`config.mk`:
```
export PLATFORM = sky130hd
export DESIGN_NAME = activity_watchdog
export DESIGN_NICKNAME = d
export VERILOG_FILES = /design/src/rtl/wdg_pkg.sv /design/src/rtl/wdg_sync_edge.sv /design/src/rtl/wdg_idle_counter.sv /design/src/rtl/activity_watchdog.sv
export SDC_FILE = /design/constraint.sdc
export NUM_CORES = 1
export LEC_CHECK = 0
export BUFFER_PORTS_ARGS = -buffer_cell sky130_fd_sc_hd__buf_2
export CORE_UTILIZATION = 40
export DETAILED_ROUTE_END_ITERATION = 16
export HOLD_SLACK_MARGIN = 0.03
export SETUP_SLACK_MARGIN = 0.15
export SYNTH_ARGS = -nofsm -noshare
export SYNTH_HDL_FRONTEND = slang
export SYNTH_HIERARCHICAL = 1
export SYNTH_SLANG_ARGS = --single-unit
```
`constraint.sdc`:
```
create_clock -name clk_i -period 2.3 [get_ports clk_i]
set_input_delay 0.115 -clock clk_i [delete_from_list [all_inputs] [get_ports clk_i]]
set_output_delay 0.115 -clock clk_i [all_outputs]
set_load 0.05 [all_outputs]
```
`src/rtl/wdg_pkg.sv`:
```
package wdg_pkg;

   typedef enum logic {
      WDG_AUTO = 1'b0,
      WDG_HOST = 1'b1
   } wdg_mode_e;

   function automatic int unsigned cnt_width(input int unsigned limit);
      return (limit < 2) ? 1 : $clog2(limit + 1);
   endfunction

endpackage

```
`src/rtl/wdg_sync_edge.sv`:
```
module wdg_sync_edge #(
   parameter int unsigned STAGES = 2
) (
   input  logic clk_i,
   input  logic rst_ni,
   input  logic din_i,
   output logic edge_o
);

   if (STAGES < 2) begin : g_bad_stages
      $error("wdg_sync_edge: STAGES must be at least 2");
   end

   logic [STAGES:0] chain_q;

   for (genvar i = 0; i <= STAGES; i++) begin : g_stage
      if (i == 0) begin : g_first
         always_ff @(posedge clk_i or negedge rst_ni) begin
            if (!rst_ni) chain_q[i] <= 1'b0;
            else         chain_q[i] <= din_i;
         end
      end else begin : g_next
         always_ff @(posedge clk_i or negedge rst_ni) begin
            if (!rst_ni) chain_q[i] <= 1'b0;
            else         chain_q[i] <= chain_q[i-1];
         end
      end
   end

   assign edge_o = chain_q[STAGES-1] ^ chain_q[STAGES];

   // an edge report means the synchronised level just moved
   p_edge_moves_r8: assert property (@(posedge clk_i) disable iff (!rst_ni)
      edge_o |=> (chain_q[STAGES] != $past(chain_q[STAGES])));

endmodule

```
`src/rtl/wdg_idle_counter.sv`:
```
module wdg_idle_counter #(
   parameter int unsigned LIMIT = 16,
   parameter int unsigned W     = wdg_pkg::cnt_width(LIMIT)
) (
   input  logic         clk_i,
   input  logic         rst_ni,
   input  logic         clear_i,
   output logic [W-1:0] count_o,
   output logic         expired_o
);

   localparam logic [W-1:0] LimitVal = W'(LIMIT);

   if (LIMIT < 2) begin : g_bad_limit
      $error("wdg_idle_counter: LIMIT must be at least 2");
   end

   logic [W-1:0] cnt_q;

   always_ff @(posedge clk_i or negedge rst_ni) begin
      if (!rst_ni)              cnt_q <= '0;
      else if (clear_i)         cnt_q <= '0;
      else if (cnt_q != LimitVal) cnt_q <= cnt_q + 1'b1;
   end

   assign count_o   = cnt_q;
   assign expired_o = (cnt_q == LimitVal);

   // count saturates and never passes the limit
   p_no_overflow_r5: assert property (@(posedge clk_i) disable iff (!rst_ni)
      cnt_q <= LimitVal);

   // activity restarts the window
   p_clear_restarts_r5: assert property (@(posedge clk_i) disable iff (!rst_ni)
      clear_i |=> (cnt_q == '0));

endmodule

```
`src/rtl/activity_watchdog.sv`:
```
module activity_watchdog #(
   parameter int unsigned TIMEOUT_CYCLES = 16,
   parameter int unsigned SYNC_STAGES    = 2
) (
   input  logic clk_i,
   input  logic rst_ni,
   input  logic bus_clk_i,
   input  logic osc_tick_i,
   input  logic host_mode_i,
   input  logic wd_disable_i,
   output logic timeout_o,
   output logic port_reset_o
);
   import wdg_pkg::*;

   localparam int unsigned CntW = cnt_width(TIMEOUT_CYCLES);

   if (TIMEOUT_CYCLES < 2) begin : g_bad_timeout
      $error("activity_watchdog: TIMEOUT_CYCLES must be at least 2");
   end

   wdg_mode_e    mode;
   logic         bus_edge;
   logic         osc_clr, bus_clr;
   logic         osc_exp, bus_exp;
   logic [CntW-1:0] osc_cnt, bus_cnt;
   logic         trip;
   logic         flag_q, flag_d1_q;

   assign mode = wdg_mode_e'(host_mode_i);

   wdg_sync_edge #(.STAGES(SYNC_STAGES)) u_bus_sync (
      .clk_i  (clk_i),
      .rst_ni (rst_ni),
      .din_i  (bus_clk_i),
      .edge_o (bus_edge)
   );

   assign osc_clr = wd_disable_i | osc_tick_i;
   assign bus_clr = wd_disable_i | (mode == WDG_AUTO) | bus_edge;

   wdg_idle_counter #(.LIMIT(TIMEOUT_CYCLES), .W(CntW)) u_osc_cnt (
      .clk_i     (clk_i),
      .rst_ni    (rst_ni),
      .clear_i   (osc_clr),
      .count_o   (osc_cnt),
      .expired_o (osc_exp)
   );

   wdg_idle_counter #(.LIMIT(TIMEOUT_CYCLES), .W(CntW)) u_bus_cnt (
      .clk_i     (clk_i),
      .rst_ni    (rst_ni),
      .clear_i   (bus_clr),
      .count_o   (bus_cnt),
      .expired_o (bus_exp)
   );

   assign trip = osc_exp | ((mode == WDG_HOST) & bus_exp);

   always_ff @(posedge clk_i or negedge rst_ni) begin
      if (!rst_ni) begin
         flag_q    <= 1'b0;
         flag_d1_q <= 1'b0;
      end else begin
         flag_d1_q <= flag_q;
         if (wd_disable_i) flag_q <= 1'b0;
         else if (trip)    flag_q <= 1'b1;
      end
   end

   assign timeout_o    = flag_q;
   assign port_reset_o = flag_q & ~flag_d1_q;

   // strap high forces the flag low on the next cycle
   p_disable_clears_r2: assert property (@(posedge clk_i) disable iff (!rst_ni)
      wd_disable_i |=> !timeout_o);

   // autonomous mode keeps the bus window parked at zero
   p_auto_bus_idle_r4: assert property (@(posedge clk_i) disable iff (!rst_ni)
      (mode == WDG_AUTO) |=> (bus_cnt == '0));

   // flag holds while enabled
   p_sticky_r6: assert property (@(posedge clk_i) disable iff (!rst_ni)
      (timeout_o && !wd_disable_i) |=> timeout_o);

   // pulse lasts one cycle
   p_pulse_single_r7: assert property (@(posedge clk_i) disable iff (!rst_ni)
      port_reset_o |=> !port_reset_o);

   // pulse only on the first flag cycle
   p_pulse_on_rise_r7: assert property (@(posedge clk_i) disable iff (!rst_ni)
      port_reset_o |-> $rose(timeout_o));

   // oscillator window at its limit with strap low trips the flag
   p_osc_trip_r5: assert property (@(posedge clk_i) disable iff (!rst_ni)
      (osc_exp && !wd_disable_i) |=> timeout_o);

endmodule

```
# Yosys cells after proc, flatten, opt, wreduce, memory -nomap -nowiden
# Cells that the tools add are included.
[totals]
memories = 0
ramBits = 0
mem_bits_ro = 0
register_bits = 15
out_inout_bits = 2
input_bits = 6
latchBits = 0
[classes]
mux = 6
reduce_logical = 3
shifts = 0
n_addsub = 2
bitwise = 9
n_eq_ne = 4
mul = 0
n_lt_le_gt_ge = 0
div = 0
[op_table]
columns = ["operator", "n"]
rows = [
  ["2-to-1 mux 5 bit", 4],
  ["adder 5 x 1 -> 5 bit, second input constant", 2],
  ["== test 5 bit, second input constant", 2],
  ["!= test 5 bit, second input constant", 2],
  ["nonzero test 2 bit", 3],
  ["bitwise OR 1 bit", 4],
  ["AND 1 bit", 2],
  ["2-to-1 mux 1 bit", 2],
  ["NOT 1 bit", 2],
  ["bitwise XOR 1 bit", 1],
]

# Depth between registers and ports, before layout
[logic_depth]
ltp_word = 5
mapped_depth = 6
mapped_depth_nobuf = 5

# Modules after synthesis
# The synthesis kept the hierarchy.
[by_module_without_submodules]
columns = ["module", "cells_per_inst", "seq_area_each_um2", "n_inst", "area_each_um2"]
rows = [
  ["wdg_idle_counter at u_osc_cnt", 27, 125.1, 1, 290.3],
  ["wdg_idle_counter at u_bus_cnt", 26, 125.1, 1, 289.0],
  ["wdg_sync_edge", 4, 75.1, 1, 83.8],
  ["activity_watchdog", 7, 50.0, 1, 82.6],
]

# Worst setup path after synthesis
# No wires, ideal clock.
[synth_path]
path_kind = "reg2out"
start = "register flag_q, in the netlist timeout_o"
end = "output port_reset_o"
arrival_time_ns = 1.418
path_stages_with_launch = 2
slack_ns = 0.767
t_required_ns = 2.185
n_path_buf = 0
cell_sequence = "dfrtp_1 nor2b_1"
[synth_via]
elab_chain_len = 1
[synth_lines]
columns = ["item", "line_no", "rtl"]
rows = [
  ["from (decl)", "activity_watchdog.sv:28", "logic flag_q, flag_d1_q;"],
  ["from (signal assigned)", "activity_watchdog.sv:62", "flag_q <= 1'b0;"],
  ["from (signal assigned)", "activity_watchdog.sv:66", "if (wd_disable_i) flag_q <= 1'b0;"],
  ["from (signal assigned)", "activity_watchdog.sv:67", "else if (trip) flag_q <= 1'b1;"],
  ["AND 1 bit", "activity_watchdog.sv:72", "assign port_reset_o = flag_q & ~flag_d1_q;"],
  ["to (decl)", "activity_watchdog.sv:12", "output logic port_reset_o"],
]
# Every way passes these cells.

# Worst setup path in the final report
[layout_path]
start = "register u_osc_cnt.cnt_q[0], in the netlist u_osc_cnt/count_o[0]"
end = "register u_osc_cnt.cnt_q[0], in the netlist u_osc_cnt/count_o[0]"
[layout_via]
elab_chain_len = 3
elab_cells_between_ends = 5
classes_between = "1 x add/sub; 1 x eq/ne; 2 x mux; 1 x reduce/logical"
[layout_lines]
columns = ["item", "line_no", "rtl"]
rows = [
  ["from (decl)", "wdg_idle_counter.sv:18", "logic [W-1:0] cnt_q;"],
  ["from (signal assigned)", "wdg_idle_counter.sv:23", "else if (cnt_q != LimitVal) cnt_q <= cnt_q + 1'b1;"],
  ["adder 5 x 1 -> 5 bit", "wdg_idle_counter.sv:23", ""],
  ["2-to-1 mux 5 bit", "wdg_idle_counter.sv:23", ""],
  ["2-to-1 mux 5 bit", "wdg_idle_counter.sv:22", "else if (clear_i) cnt_q <= '0;"],
]
# Several ways; a longest one is shown, not always the timed one. The select of a mux whose other input is x is not followed.
# A chain may end at the register's enable or synchronous reset.

==> impl_metrics.env <==
export IMPL_io_pin_count=8
export IMPL_area_growth_pct=16.4
export IMPL_synth_edff_count=0
export IMPL_critPathMaxStageDelay_ns=0.44
export IMPL_relSlewSlack=0.695
export IMPL_setup_tns_final_ns=0
export IMPL_start_kind="flip-flop"
export IMPL_cp_max_fo=6
export IMPL_critical_path_required_ns=2.47
export IMPL_clock_sinks=15
export IMPL_yosys_area_top_type="dfrtp_1"
export IMPL_cts_htree_levels=1
export IMPL_cp_arrival_ns=1.80
export IMPL_post_dp_hpwl_um=830
export IMPL_cts_tree="built"
export IMPL_cp_slowest_cell="dfrtp_1"
export IMPL_track_usage=0.133
export IMPL_layout_nets=89
export IMPL_dieArea_um2=2040
export IMPL_grt_max_degree=16
export IMPL_fin_crit_sh=0.710
export IMPL_synth_nets=74
export IMPL_route_vias_total=475
export IMPL_clock_path_buffers=2
export IMPL_intPower_uw=353
export IMPL_first_global_vias=432
export IMPL_crit_chain="inv_1, ha_1, nor4bb_1, buf_4, mux2_4"
export IMPL_leakagePower_nw=0.407
export IMPL_grt_ovfl_total=0
export IMPL_ys_types=25
export IMPL_whs_endpoint="timeout_o$_DFFE_PN0P_"
export IMPL_drive_gt1_frac=0.218
export IMPL_period_needed_ns=1.63
export IMPL_cap_violations=0
export IMPL_synth_top_area_frac=0.503
export IMPL_port_buffers=7
export IMPL_reg2reg_from="u_osc_cnt/count_o[0]$_DFFE_PN0P_"
export IMPL_netlist_top_cells_area="dfrtp_1 (50%), ha_1 (6.7%), nor2b_1 (4.2%), mux2_4 (4.0%), nand2b_1 (3.4%)"
export IMPL_synth_seq_cells=15
export IMPL_reg2reg_depth=5
export IMPL_first_iter_violations=7
export IMPL_drt_total_wl_mm=1.14
export IMPL_synth_warnings=6
export IMPL_endpoint_kind="flip-flop"
export IMPL_synthArstFlopShare=1.00
export IMPL_grt_first_pass_wirelength_mm=1.82
export IMPL_skew_ns=0.00211
export IMPL_p_sw_frac=0.215
export IMPL_core_um2=1750
export IMPL_rsz0062_at_grt="false"
export IMPL_syn_area_um2=746
export IMPL_finalMaxSlewViolations=0
export IMPL_peakVddDrop_mv=0.449
export IMPL_syn_area_per_cell_um2=11.7
export IMPL_root_buffer="clkbuf_4"
export IMPL_numCtsBuffers=3
export IMPL_drt_pass1_iterations=4
export IMPL_p_seq_frac=0.609
export IMPL_tightest_slew_ns=0.451
export IMPL_syn_instance_count=64
export IMPL_worstSetupPathType="flip-flop to flip-flop"
export IMPL_start_util=0.427
export IMPL_combPwrFrac=0.071
export IMPL_hp_class="input port to flip-flop"
export IMPL_yosysSeqAreaShare=0.503
export IMPL_via_per_inst=4.61
export IMPL_clk_latency_ns=0.27
export IMPL_dp_cells=96
export IMPL_r2r_slack_ns=0.67
export IMPL_hold_viol_final=0
export IMPL_instances_no_fill=103
export IMPL_wl_per_cell_um=11.0
export IMPL_p_clk_frac=0.319
export IMPL_r2r_end="u_osc_cnt/count_o[0]$_DFFE_PN0P_"
export IMPL_antenna_found_initial=0
export IMPL_filler_cell_count=155
export IMPL_drtAntennaViolNets=0
export IMPL_die_h_um=45.2
export IMPL_hp_start="host_mode_i"
export IMPL_max_freq_mhz=613
export IMPL_synth_flop_cell="dfrtp_1"
export IMPL_rows=15
export IMPL_place_congestion=0.712
export IMPL_post_cts_repair_setup_buffers=0
export IMPL_fin_util=0.497
export IMPL_drc=0
export IMPL_die_w_um=45.2
export IMPL_switchingPower_uw=96.8
export IMPL_setup_violations=0
export IMPL_clk_pin_slew_ns=0.08
export IMPL_status="finished clean"
export IMPL_diodes=0
export IMPL_hold_depth=3
export IMPL_p_per_area_nw_per_um2=518
==> Yosys cell counts (all sizes together), types with 2 or more instances <==
master and n:
dfrtp 15, nand3 3, nor2b 5, mux2 5
inv 4, ha 4, nand2b 4, nor3 2
xnor2 2, nor2 6, mux2i 2
==> how the worst max path moves through the flow <==
| stage | end | startpoint | cells past startpoint | slack [ns] |
|---|---|---|---|---|
| finish | u_osc_cnt/count_o[0]$_DFFE_PN0P_ | u_osc_cnt/count_o[0]$_DFFE_PN0P_ | 5 | 0.67 |
| global route | u_osc_cnt/count_o[0]$_DFFE_PN0P_ | u_osc_cnt/count_o[0]$_DFFE_PN0P_ | 5 | 0.59 |
| CTS | u_osc_cnt/count_o[0]$_DFFE_PN0P_ | u_osc_cnt/count_o[0]$_DFFE_PN0P_ | 5 | 0.68 |
| detailed placement | u_osc_cnt/count_o[0]$_DFFE_PN0P_ | u_osc_cnt/count_o[0]$_DFFE_PN0P_ | 5 | 0.69 |
| global placement | u_osc_cnt/count_o[0]$_DFFE_PN0P_ | u_osc_cnt/count_o[0]$_DFFE_PN0P_ | 5 | 0.73 |
| floorplan | port_reset_o | timeout_o$_DFFE_PN0P_ | 1 | 0.77 |
==> power groups by stage <==
stage          sequential, mW  clock (mW)  combinational (mW)
6_report                0.274       0.144              0.0320
3_3_place_gp            0.279           0              0.0282
3_5_place_dp            0.279           0              0.0285
2_1_floorplan           0.278           0              0.0161
5_1_grt                 0.275       0.165              0.0363
4_1_cts                 0.274       0.151              0.0324
==> routing by layer <==
layer / part of all wire / track usage / vias up / wire length, um
li1: - / - / 245 / -
met3: 0.048 / 0.0720 / 2 / 54
met4: 0.012 / 0.0545 / 0 / 14
met2: 0.44 / 0.194 / 10 / 501
met1: 0.50 / 0.164 / 218 / 565
met5: 0 / 0 / - / 0
==> flip-flops by register name, indices dropped and copies added (netlist names) <==
signal and flops:
flag_d1_q 1, timeout_o 1, u_bus_cnt/count_o 5, u_bus_sync/chain_q 3, u_osc_cnt/count_o 5
==> cell usage in the layout (no fill, tap or decap) <==
master and count:
clkbuf_1 1, xor2_1 1, nor3_1 2, mux2_1 1, a21oi_1 1, xnor2_1 2
buf_4 1, dfrtp_1 15, and4bb_4 1, ha_1 4, or2_2 1, and4_1 1
dlygate4sd3_1 3, a211oi_1 1, o21bai_1 1, buf_2 7, nor2_1 6, clkbuf_4 3
nand3_1 3, or3b_1 1, nor2b_1 5, nor4bb_1 1, and2b_1 1, mux2_2 2
inv_1 4, mux2_4 2, nand2b_1 4, nor4_1 1, mux2i_1 2
==> kinds of logic (layout without fill, tap and decap cells) <==
logic type	count (synthesis)	after routing	synth area share
AOI/OAI and AO/OA	3	3	0.0268
muxes	7	7	0.112
DFF	15	15	0.503
and+or+nand+nor	27	27	0.225
xor gates and xnor gates	3	3	0.0352
buffers and inverters	5	19	0.0302
adders and majority gates	4	4	0.0671
==> critical path: cells and delay by family, from the launching register on <==
family | cells | cell delay, ns
adders and majority gates | 1 | 0.13
buffers and inverters | 2 | 0.30
DFF | 1 | 0.44
muxes | 1 | 0.29
and+or+nand+nor | 1 | 0.37
==> cell type report <==
cell class              instances  area [um^2]  share of cell area
well taps                      25         31.3              0.0360
multi-input cells              44          348               0.401
repair buffers                 11         72.6              0.0836
clock buffers                   4         26.3              0.0303
flip-flops and latches         15          375               0.432
inverters                       4         15.0              0.0173
==> stage by stage <==
step	total power [mW]	hold slack (ns)	cell area, um^2	setup slack (ns)
after floorplan	0.294	-0.181	746	0.767
after global routing	0.477	0.124	868	0.591
after CTS	0.458	0.120	868	0.675
final	0.450	0.124	868	0.668
after global placement	0.307	0.0374	812	0.732
after detailed placement	0.308	0.0318	812	0.693
==> repair_timing <==
item	in CTS	in global routing
endpoints found under the hold margin	17	0
gates resized for setup	0	0
hold buffers	3	0
Note: power is estimated with default switching activity, not from simulation.
